===== config.mk =====
export PLATFORM = sky130hd
export DESIGN_NAME = cmpTimer
export DESIGN_NICKNAME = d
export VERILOG_FILES = /design/src/rtl/cmpTimerPkg.sv /design/src/rtl/cmpTimerDp.sv /design/src/rtl/cmpTimerCtrl.sv /design/src/rtl/cmpTimer.sv
export SDC_FILE = /design/constraint.sdc
export NUM_CORES = 1
export LEC_CHECK = 0
export BUFFER_PORTS_ARGS = -buffer_cell sky130_fd_sc_hd__buf_4
export CORE_UTILIZATION = 40
export CTS_BUF_LIST = sky130_fd_sc_hd__clkbuf_2 sky130_fd_sc_hd__clkbuf_4 sky130_fd_sc_hd__clkbuf_8
export CTS_CLUSTER_SIZE = 12
export DETAILED_ROUTE_END_ITERATION = 6
export GPL_TIMING_DRIVEN = 0
export PLACE_DENSITY = 0.65
export SYNTH_ARGS = -nofsm -noshare
export SYNTH_HDL_FRONTEND = slang
export SYNTH_SLANG_ARGS = --single-unit

===== constraint.sdc =====
create_clock -name clk -period 2.4 [get_ports clk]
set_input_delay 0.36 -clock clk [delete_from_list [all_inputs] [get_ports clk]]
set_output_delay 0.36 -clock clk [all_outputs]
set_load 0.01 [all_outputs]

===== src/rtl/cmpTimerPkg.sv =====
package cmpTimerPkg;
  localparam int WORD_W = 32;

  // register offsets; only word-aligned offsets are decoded
  localparam int OFS_TS_LO  = 'h00;
  localparam int OFS_TS_HI  = 'h04;
  localparam int OFS_CMP_LO = 'h08;
  localparam int OFS_CMP_HI = 'h0C;
  localparam int OFS_CTL    = 'h10;
  localparam int OFS_STAT   = 'h14;

  // control word bit positions
  localparam int CTL_EN_BIT = 0;
  localparam int CTL_WE_BIT = 1;

  // strobes from the register control into the datapath
  typedef struct packed {
    logic              snapTs;
    logic              cmpHiWr;
    logic              cmpLoWr;
    logic [WORD_W-1:0] wdata;
  } dpStrobe_t;
endpackage


===== src/rtl/cmpTimerDp.sv =====
module cmpTimerDp
  import cmpTimerPkg::*;
#(
  parameter logic [2*WORD_W-1:0] CNT_RESET = '0
) (
  input  logic              clk,
  input  logic              rstN,
  input  logic              tickIn,
  input  dpStrobe_t         strb,
  output logic [WORD_W-1:0] tsLo,
  output logic [WORD_W-1:0] tsHiSnap,
  output logic [WORD_W-1:0] cmpLo,
  output logic [WORD_W-1:0] cmpHi,
  output logic              atOrPast
);
  localparam int CNT_W = 2 * WORD_W;

  logic [CNT_W-1:0]  cnt;
  logic [CNT_W-1:0]  cmpVal;
  logic [WORD_W-1:0] cmpStage;
  logic [WORD_W-1:0] snapHi;

  always_ff @(posedge clk) begin
    if (!rstN) begin
      cnt <= CNT_RESET;
    end else if (tickIn) begin
      cnt <= cnt + 1'b1;
    end
  end

  // high word captured in the same cycle as the low word is returned
  always_ff @(posedge clk) begin
    if (!rstN) begin
      snapHi <= '0;
    end else if (strb.snapTs) begin
      snapHi <= cnt[CNT_W-1:WORD_W];
    end
  end

  always_ff @(posedge clk) begin
    if (!rstN) begin
      cmpStage <= '0;
      cmpVal   <= '0;
    end else begin
      if (strb.cmpHiWr) cmpStage <= strb.wdata;
      if (strb.cmpLoWr) cmpVal   <= {cmpStage, strb.wdata};
    end
  end

  assign tsLo     = cnt[WORD_W-1:0];
  assign tsHiSnap = snapHi;
  assign cmpLo    = cmpVal[WORD_W-1:0];
  assign cmpHi    = cmpVal[CNT_W-1:WORD_W];
  assign atOrPast = (cnt >= cmpVal);


  cnt_step_chk: assert property (@(posedge clk) disable iff (!rstN)
    tickIn |=> cnt == $past(cnt) + 1'b1);

  cnt_hold_chk: assert property (@(posedge clk) disable iff (!rstN)
    !tickIn |=> $stable(cnt));

  cmp_stage_chk: assert property (@(posedge clk) disable iff (!rstN)
    !strb.cmpLoWr |=> $stable(cmpVal));
endmodule


===== src/rtl/cmpTimerCtrl.sv =====
module cmpTimerCtrl
  import cmpTimerPkg::*;
#(
  parameter int ADDR_W = 5
) (
  input  logic              clk,
  input  logic              rstN,
  input  logic              regValid,
  input  logic              regWrite,
  input  logic [ADDR_W-1:0] regAddr,
  input  logic [WORD_W-1:0] regWdata,
  input  logic [WORD_W-1:0] tsLo,
  input  logic [WORD_W-1:0] tsHiSnap,
  input  logic [WORD_W-1:0] cmpLo,
  input  logic [WORD_W-1:0] cmpHi,
  input  logic              atOrPast,
  output dpStrobe_t         strb,
  output logic [WORD_W-1:0] regRdata,
  output logic              irq
);
  logic wrReq, rdReq;
  logic selTsLo, selTsHi, selCmpLo, selCmpHi, selCtl, selStat, unmapped;
  logic ctlWr, stClr, stSet;
  logic cmpEn, statusFlag;
  logic [WORD_W-1:0] rdMux;

  assign wrReq = regValid & regWrite;
  assign rdReq = regValid & ~regWrite;

  assign selTsLo  = (regAddr == ADDR_W'(OFS_TS_LO));
  assign selTsHi  = (regAddr == ADDR_W'(OFS_TS_HI));
  assign selCmpLo = (regAddr == ADDR_W'(OFS_CMP_LO));
  assign selCmpHi = (regAddr == ADDR_W'(OFS_CMP_HI));
  assign selCtl   = (regAddr == ADDR_W'(OFS_CTL));
  assign selStat  = (regAddr == ADDR_W'(OFS_STAT));
  assign unmapped = ~(selTsLo | selTsHi | selCmpLo | selCmpHi | selCtl | selStat);

  assign ctlWr = wrReq & selCtl;
  assign stClr = wrReq & selStat & regWdata[0];
  assign stSet = cmpEn & atOrPast;

  always_ff @(posedge clk) begin
    if (!rstN) begin
      cmpEn <= 1'b0;
    end else if (ctlWr && regWdata[CTL_WE_BIT]) begin
      cmpEn <= regWdata[CTL_EN_BIT];
    end
  end

  // a standing match outranks a clear in the same cycle
  always_ff @(posedge clk) begin
    if (!rstN) begin
      statusFlag <= 1'b0;
    end else if (stSet) begin
      statusFlag <= 1'b1;
    end else if (stClr) begin
      statusFlag <= 1'b0;
    end
  end

  always_comb begin
    rdMux = '0;
    if (selTsLo)  rdMux = tsLo;
    if (selTsHi)  rdMux = tsHiSnap;
    if (selCmpLo) rdMux = cmpLo;
    if (selCmpHi) rdMux = cmpHi;
    if (selCtl)   rdMux[CTL_EN_BIT] = cmpEn;
    if (selStat)  rdMux[0] = statusFlag;
  end

  always_ff @(posedge clk) begin
    if (!rstN) begin
      regRdata <= '0;
    end else if (rdReq) begin
      regRdata <= rdMux;
    end
  end

  always_comb begin
    strb.snapTs  = rdReq & selTsLo;
    strb.cmpHiWr = wrReq & selCmpHi;
    strb.cmpLoWr = wrReq & selCmpLo;
    strb.wdata   = regWdata;
  end

  assign irq = statusFlag;


  ctl_we_chk: assert property (@(posedge clk) disable iff (!rstN)
    (ctlWr && !regWdata[CTL_WE_BIT]) |=> $stable(cmpEn));

  set_wins_chk: assert property (@(posedge clk) disable iff (!rstN)
    (cmpEn && atOrPast) |=> statusFlag);

  no_new_match_chk: assert property (@(posedge clk) disable iff (!rstN)
    (!cmpEn && !statusFlag) |=> !statusFlag);

  w1c_chk: assert property (@(posedge clk) disable iff (!rstN)
    (stClr && !(cmpEn && atOrPast)) |=> !statusFlag);

  unmapped_rd_chk: assert property (@(posedge clk) disable iff (!rstN)
    (rdReq && unmapped) |=> regRdata == '0);
endmodule


===== src/rtl/cmpTimer.sv =====
module cmpTimer
  import cmpTimerPkg::*;
#(
  parameter int                  ADDR_W    = 5,
  parameter logic [2*WORD_W-1:0] CNT_RESET = '0
) (
  input  logic              clk,
  input  logic              rstN,
  input  logic              tickIn,
  input  logic              regValid,
  input  logic              regWrite,
  input  logic [ADDR_W-1:0] regAddr,
  input  logic [WORD_W-1:0] regWdata,
  output logic [WORD_W-1:0] regRdata,
  output logic              irq
);
  dpStrobe_t         strb;
  logic [WORD_W-1:0] tsLo, tsHiSnap, cmpLo, cmpHi;
  logic              atOrPast;

  cmpTimerCtrl #(.ADDR_W(ADDR_W)) u_ctrl (
    .clk(clk), .rstN(rstN),
    .regValid(regValid), .regWrite(regWrite), .regAddr(regAddr), .regWdata(regWdata),
    .tsLo(tsLo), .tsHiSnap(tsHiSnap), .cmpLo(cmpLo), .cmpHi(cmpHi),
    .atOrPast(atOrPast), .strb(strb), .regRdata(regRdata), .irq(irq)
  );

  cmpTimerDp #(.CNT_RESET(CNT_RESET)) u_dp (
    .clk(clk), .rstN(rstN), .tickIn(tickIn), .strb(strb),
    .tsLo(tsLo), .tsHiSnap(tsHiSnap), .cmpLo(cmpLo), .cmpHi(cmpHi),
    .atOrPast(atOrPast)
  );
endmodule


==> flow_summary.ini, run 1 <==
[run_status]
status = complete, no violations

[timing]
drv_slew = 0
worst_hold_slack_ns = 0.0693
fmax_mhz = 425
grt_setup_unrepaired = false
hold_viol_final = 0
period_needed_ns = 2.35
setup_viol = 0
finClkSkew_ns = 0.0536
tns_ns = 0
period_share_pct = 98.1
timing.final.ws_setup_ns = 0.0466
slew_headroom_pct = 43.4
worst_pin_slew_ns = 0.849

[placement]
dpl.hpwl_mm = 24.4
portBuffers = 73
place_ws_ns = -0.462
place_area_mm2 = 0.0123
place_congestion = 0.950

[global_routing]
grt_pass1_wl_mm = 50.4
grt_start_max_net_pins = 12
grt_usage_pct = 22.4
grt_pass1_vias = 9285
globalRouteOverflowTotal = 0
antenna_found_initial = 0

[pwr]
pwr-share-clk_pct = 47.7
switching_share_pct = 23.4
p_switching_uw = 1900
power.internal_uw = 6210
p_comb_share_pct = 5.2
p_leak_uw = 0.00508
peakVddDrop_mv = 0.347
p_per_area_mw_per_mm2 = 608
power_frac_seq_pct = 47.1

[critical_path]
cp.arrival_ns = 2.80
critPathMaxFanout = 3
criticalPathCategory = reg2reg
crit_path_start_kind = flip-flop
ff2ff_setup_slack_ns = 0.05
end_kind = flip-flop
crit_required_ns = 2.85

[clocking]
numCtsBuffers = 41
clk_latency_ns = 0.56
hold_buffers = 0
ctsLongestPathBuffers = 3
root_buffer = clkbuf_8
cts_tree = built
cts.clk_slew.worst_paths_ns = 0.07
cts_sinks = 226
ctsHtreeMaxLevel = 2

[route]
firstDrtPassIters = 5
wl_per_cell_um = 17.3
drtAntennaViolNets = 0
routed_wl_mm = 32.1
drt_first_iter_violations = 566
drc = 0
avgViaCountPerCell = 5.33
num_vias = 9917

[yosys]
synth_ff_type = dfxtp_1
netlist-cell-type-count = 60
ys_ff_latch = 226
synth_fp_nets = 1438
synth_area_mm2 = 0.0113
synth_warnings = 0
synth_edf_count = 0
yosysSeqAreaShare_pct = 40.0
synthTopCellsByArea = dfxtp_1, nand2_1, a21boi_0, ha_1, a22oi_1
async_reset_ff_share_pct = 0
syn_avg_cell_area_um2 = 8.49
syn-instance-count = 1331
synth_largest_area_cell = dfxtp_1
synth_top_area_share_pct = 40.0

[floorplan]
io_pins = 75
dieArea_mm2 = 0.0289
initial_core_util_pct = 40.7
core_area_mm2 = 0.0278
die_h_um = 170
die_w_um = 170
num_rows = 61

[cells_and_area]
drive_gt1_share_pct = 12.7
layout_commonest_cell = nand2_1
area_growth_pct = 17.9
final_cell_mix = nand2_1, dfxtp_1, a21boi_0
stdcell_area_mm2 = 0.0133
postLayoutCoreUtil_pct = 48.0
fin_nets = 1559

[flow_run]
maxCapViolations = 0

[worst_hold_path]
hold_path_class = in2reg
## cell type report
cell class              count  area (um2)
clock buffers              65         807
fillers                  2733       14500
plain buffers              84         343
diodes                      1        2.50
well taps                 378         473
inverters                  69         259
flip-flops and latches    226        4530
multi-input cells         951        6250
clock inverters             6        68.8
repair buffers             79         593
## logic make-up after synthesis
group,Yosys count,share of synthesized area (%)
mux,3,0.266
simple gates,504,21.4
buf+inv,154,5.36
flops,226,40.0
xor+xnor,59,4.57
fa+ha+maj,65,7.19
compound gates,320,21.2
## metrics by stage
stage          power (uW)  cells
2_1_floorplan        4090   1331
3_3_place_gp         4310   1782
3_5_place_dp         4310   1782
4_1_cts              8150   1857
5_1_grt              8380   1858
6_report             8110   1859
## critical path, cell delays in order (launching register included)
cell and delay, ns:
dfxtp_1 0.44, ha_1 0.27, nand2b_1 0.15, a2111o_1 0.42
a32oi_2 0.25, o211ai_1 0.28, a221oi_2 0.36, o21ai_1 0.09
## cell usage after synthesis, types with 3 or more instances
library cell  instances
nor2b_1              12
nand3_1              31
nor3_1                5
a221oi_1              3
o21ai_0              19
xor2_1               20
dfxtp_1             226
and2_1               59
clkbuf_1             70
buf_1                 5
buf_2                 8
xnor2_1              39
nor4_1                7
a21boi_1              5
a22oi_1              62
nor2_1               16
or3_1                 4
a211oi_1              5
ha_1                 65
a21oi_1              20
o211ai_1             32
o211a_1              31
inv_1                69
mux2i_1               3
and3_1               12
nand2_1             303
o21a_1                3
a21boi_0            127
and4_1                9
nand4_1              24
nand2b_1              3
## routing by layer
metal	global-route usage, %	wire length, um	up-vias
li1	-	-	4858
met1	30.1	14700	4714
met2	35.4	14400	274
met3	3.51	1790	71
met4	9.52	1180	0
met5	0	0	-
## flip-flops by register name, indices dropped and copies added, names as in the netlist
name,flops
u_dp.cmpVal,64
u_ctrl.irq,1
u_dp.cnt,64
u_ctrl.regRdata,32
u_dp.cmpStage,32
u_dp.tsHiSnap,32
u_ctrl.cmpEn,1
## final timing paths
| kind | startpoint | to | depth (start not counted) |
|---|---|---|---|
| hold reg to reg | u_dp.cmpStage[3] | u_dp.cmpStage[3] | 2 |
| setup / recovery | u_dp.cmpVal[0] | u_ctrl.irq | 7 |
| setup reg to reg | u_dp.cmpVal[0] | u_ctrl.irq | 7 |
| hold / removal | regWdata[4] | u_dp.cmpStage[4] | 3 |
## power by group through the flow
| stage | sequential [uW] | combinational, uW | clock, uW |
|---|---|---|---|
| CTS | 3820 | 417 | 3910 |
| global route | 3820 | 453 | 4110 |
| detailed placement | 3900 | 412 | 0 |
| global placement | 3900 | 410 | 0 |
| floorplan | 3910 | 182 | 0 |
| finish | 3820 | 424 | 3870 |
## what timing repair did
action / 4_1_cts / 5_1_grt
setup endpoints to repair: 42 / 54
pin swaps: 5 / 4
buffers inserted: 4 / 2
resized for setup: 13 / 8
No activity file was read; power rests on OpenSTA's default activity.
==> inputs of run 2 (changes only) <==
--- a/config.mk
+++ b/config.mk
@@ -6,12 +6,13 @@
 export NUM_CORES = 1
 export LEC_CHECK = 0
 export BUFFER_PORTS_ARGS = -buffer_cell sky130_fd_sc_hd__buf_4
-export CORE_UTILIZATION = 40
-export CTS_BUF_LIST = sky130_fd_sc_hd__clkbuf_2 sky130_fd_sc_hd__clkbuf_4 sky130_fd_sc_hd__clkbuf_8
+export CORE_UTILIZATION = 50
+export CTS_BUF_LIST = sky130_fd_sc_hd__clkbuf_8
+export CTS_CLUSTER_DIAMETER = 120
 export CTS_CLUSTER_SIZE = 12
 export DETAILED_ROUTE_END_ITERATION = 6
 export GPL_TIMING_DRIVEN = 0
-export PLACE_DENSITY = 0.65
+export PLACE_DENSITY = 0.76
 export SYNTH_ARGS = -nofsm -noshare
 export SYNTH_HDL_FRONTEND = slang
 export SYNTH_SLANG_ARGS = --single-unit
==> run 2 against run 1 <==
Die area fell by 20%. Utilization rose by 9.5 points. Sequential share of layout area rose by 1.9 points. Global-route usage rose by 3.7 points. Clock-buffer cell count fell by 41. Critical path type unchanged.
==> flow_summary.ini, run 2 (same netlist as run 1, synthesis figures left out) <==
[run_status]
status = complete, no violations

[floorplan]
core_area_mm2 = 0.0220
io_pins = 75
die_w_um = 152
dieArea_mm2 = 0.0232
num_rows = 54
initial_core_util_pct = 51.3
die_h_um = 152

[placement]
dpl.hpwl_mm = 23.3
place_ws_ns = -0.423
place_congestion = 0.916
portBuffers = 73

[cells_and_area]
regArea_mm2 = 0.00454
diodes = 0
fin_nets = 1539
layout_commonest_cell = nand2_1
largest_registers = u_dp.cmpVal: 64 flops, u_dp.cnt: 64 flops
fill_cells = 1995
drive_gt1_share_pct = 9.85
multi_input_area_mm2 = 0.00625
final_cell_mix = nand2_1, dfxtp_1, a21boi_0
area_growth_pct = 12.0
postLayoutCoreUtil_pct = 57.5

[timing]
finClkSkew_ns = 0.0110
fmax_mhz = 431
timing.final.ws_setup_ns = 0.0825
slew_headroom_pct = 35.1
drv_slew = 0
setup_viol = 0
period_share_pct = 96.6
hold_viol_final = 0
worst_hold_slack_ns = 0.0731
period_needed_ns = 2.32
grt_setup_unrepaired = false
worst_pin_slew_ns = 0.966
tns_ns = 0

[critical_path]
critPathMaxFanout = 4
criticalPathCategory = reg2reg
cp.arrival_ns = 2.75
end_kind = flip-flop
crit_path_start_kind = flip-flop
crit_required_ns = 2.84

[clocking]
numCtsBuffers = 22
clk_latency_ns = 0.55
ctsLongestPathBuffers = 3
hold_buffers = 0
cts_sinks = 226
cts_tree = built
cts.clk_slew.worst_paths_ns = 0.08
root_buffer = clkbuf_8
ctsHtreeMaxLevel = 1

[flow_run]
maxCapViolations = 0

[route]
num_vias = 9702
drt_first_iter_violations = 835
drtAntennaViolNets = 0
avgViaCountPerCell = 5.67
drc = 0
routed_wl_mm = 30.6
wl_per_cell_um = 17.9
firstDrtPassIters = 5

[global_routing]
met3_usage_pct = 3.53
globalRouteOverflowTotal = 0
use_met2_pct = 42.2
grt_usage_pct = 26.1
grt_use_met1_pct = 35.7
grt_busiest_layer = met2
grt_start_max_net_pins = 13
grt_pass1_wl_mm = 48.4
grt_pass1_vias = 9213
antenna_found_initial = 0

[pwr]
p_per_area_mw_per_mm2 = 504
p_leak_uw = 0.00482
power_uw = 6380
peakVddDrop_mv = 0.479

[worst_hold_path]
hold_path_class = in2reg
-- run 2: cell types whose count changed in the layout (fill, tap and decap cells not counted), sizes merged --
cell	before	now
bufinv	1	0
clkinvlp	1	0
buf	93	91
clkinv	4	0
clkbuf	135	95
diode	1	0
-- run 2: path summary, 6_finish.rpt --
check	start	endpoint	slack, ns	cells after the start
max	u_dp.cnt[0]	u_ctrl.irq	0.08	8
min	regWdata[27]	u_dp.cmpStage[27]	0.07	3
max reg2reg	u_dp.cnt[0]	u_ctrl.irq	0.08	8
min reg2reg	u_dp.cmpStage[6]	u_dp.cmpStage[6]	0.46	2
-- run 2: metal layers --
| layer | up-vias | wire, um | share of wire (%) |
|---|---|---|---|
| li1 | 4779 | - | - |
| met1 | 4556 | 13800 | 45 |
| met2 | 309 | 13900 | 45 |
| met3 | 58 | 1930 | 6.3 |
| met4 | 0 | 948 | 3.1 |
| met5 | - | 0 | 0 |
-- run 2: where the power goes --
group,switching [uW],leakage (uW),total [uW],internal [uW]
clock network,1270,0.000173,2150,886
logic,235,0.00282,419,185
registers,28.6,0.00183,3810,3780
total,1530,0.00482,6380,4850
-- run 2: area by class of cell --
class	instances	share of cell area, %
Tap cell	280	2.77
Inverter	69	2.05
Clock buffer	24	2.61
Buffer	83	2.69
Timing Repair Buffer	79	4.68
Multi-Input combinational cell	951	49.3
Sequential cell	226	35.9
-- run 2: stage by stage --
| step | cells | cell area (um2) |
|---|---|---|
| floorplan | 1331 | 11300 |
| global placement | 1684 | 12200 |
| detailed placement | 1684 | 12200 |
| CTS | 1713 | 12600 |
| global route | 1712 | 12700 |
| finish | 1712 | 12700 |
-- run 2: what timing repair did --
| item | CTS | global route |
|---|---|---|
| setup endpoints to repair | 32 | 24 |
| buffers inserted | 5 | 1 |
| resized for setup | 15 | 10 |
| pin swaps | 7 | 1 |
| hold endpoints to repair | 0 | 0 |
| gates cloned | 0 | 0 |
-- run 2: worst max-delay path: stages (launching register included) --
cell      delay (ns)
dfxtp_4         0.36
inv_1           0.08
ha_1            0.28
nand2b_1        0.15
a2111o_1        0.38
a32oi_2         0.22
o211ai_1        0.22
a221oi_4        0.41
o21ai_1         0.09
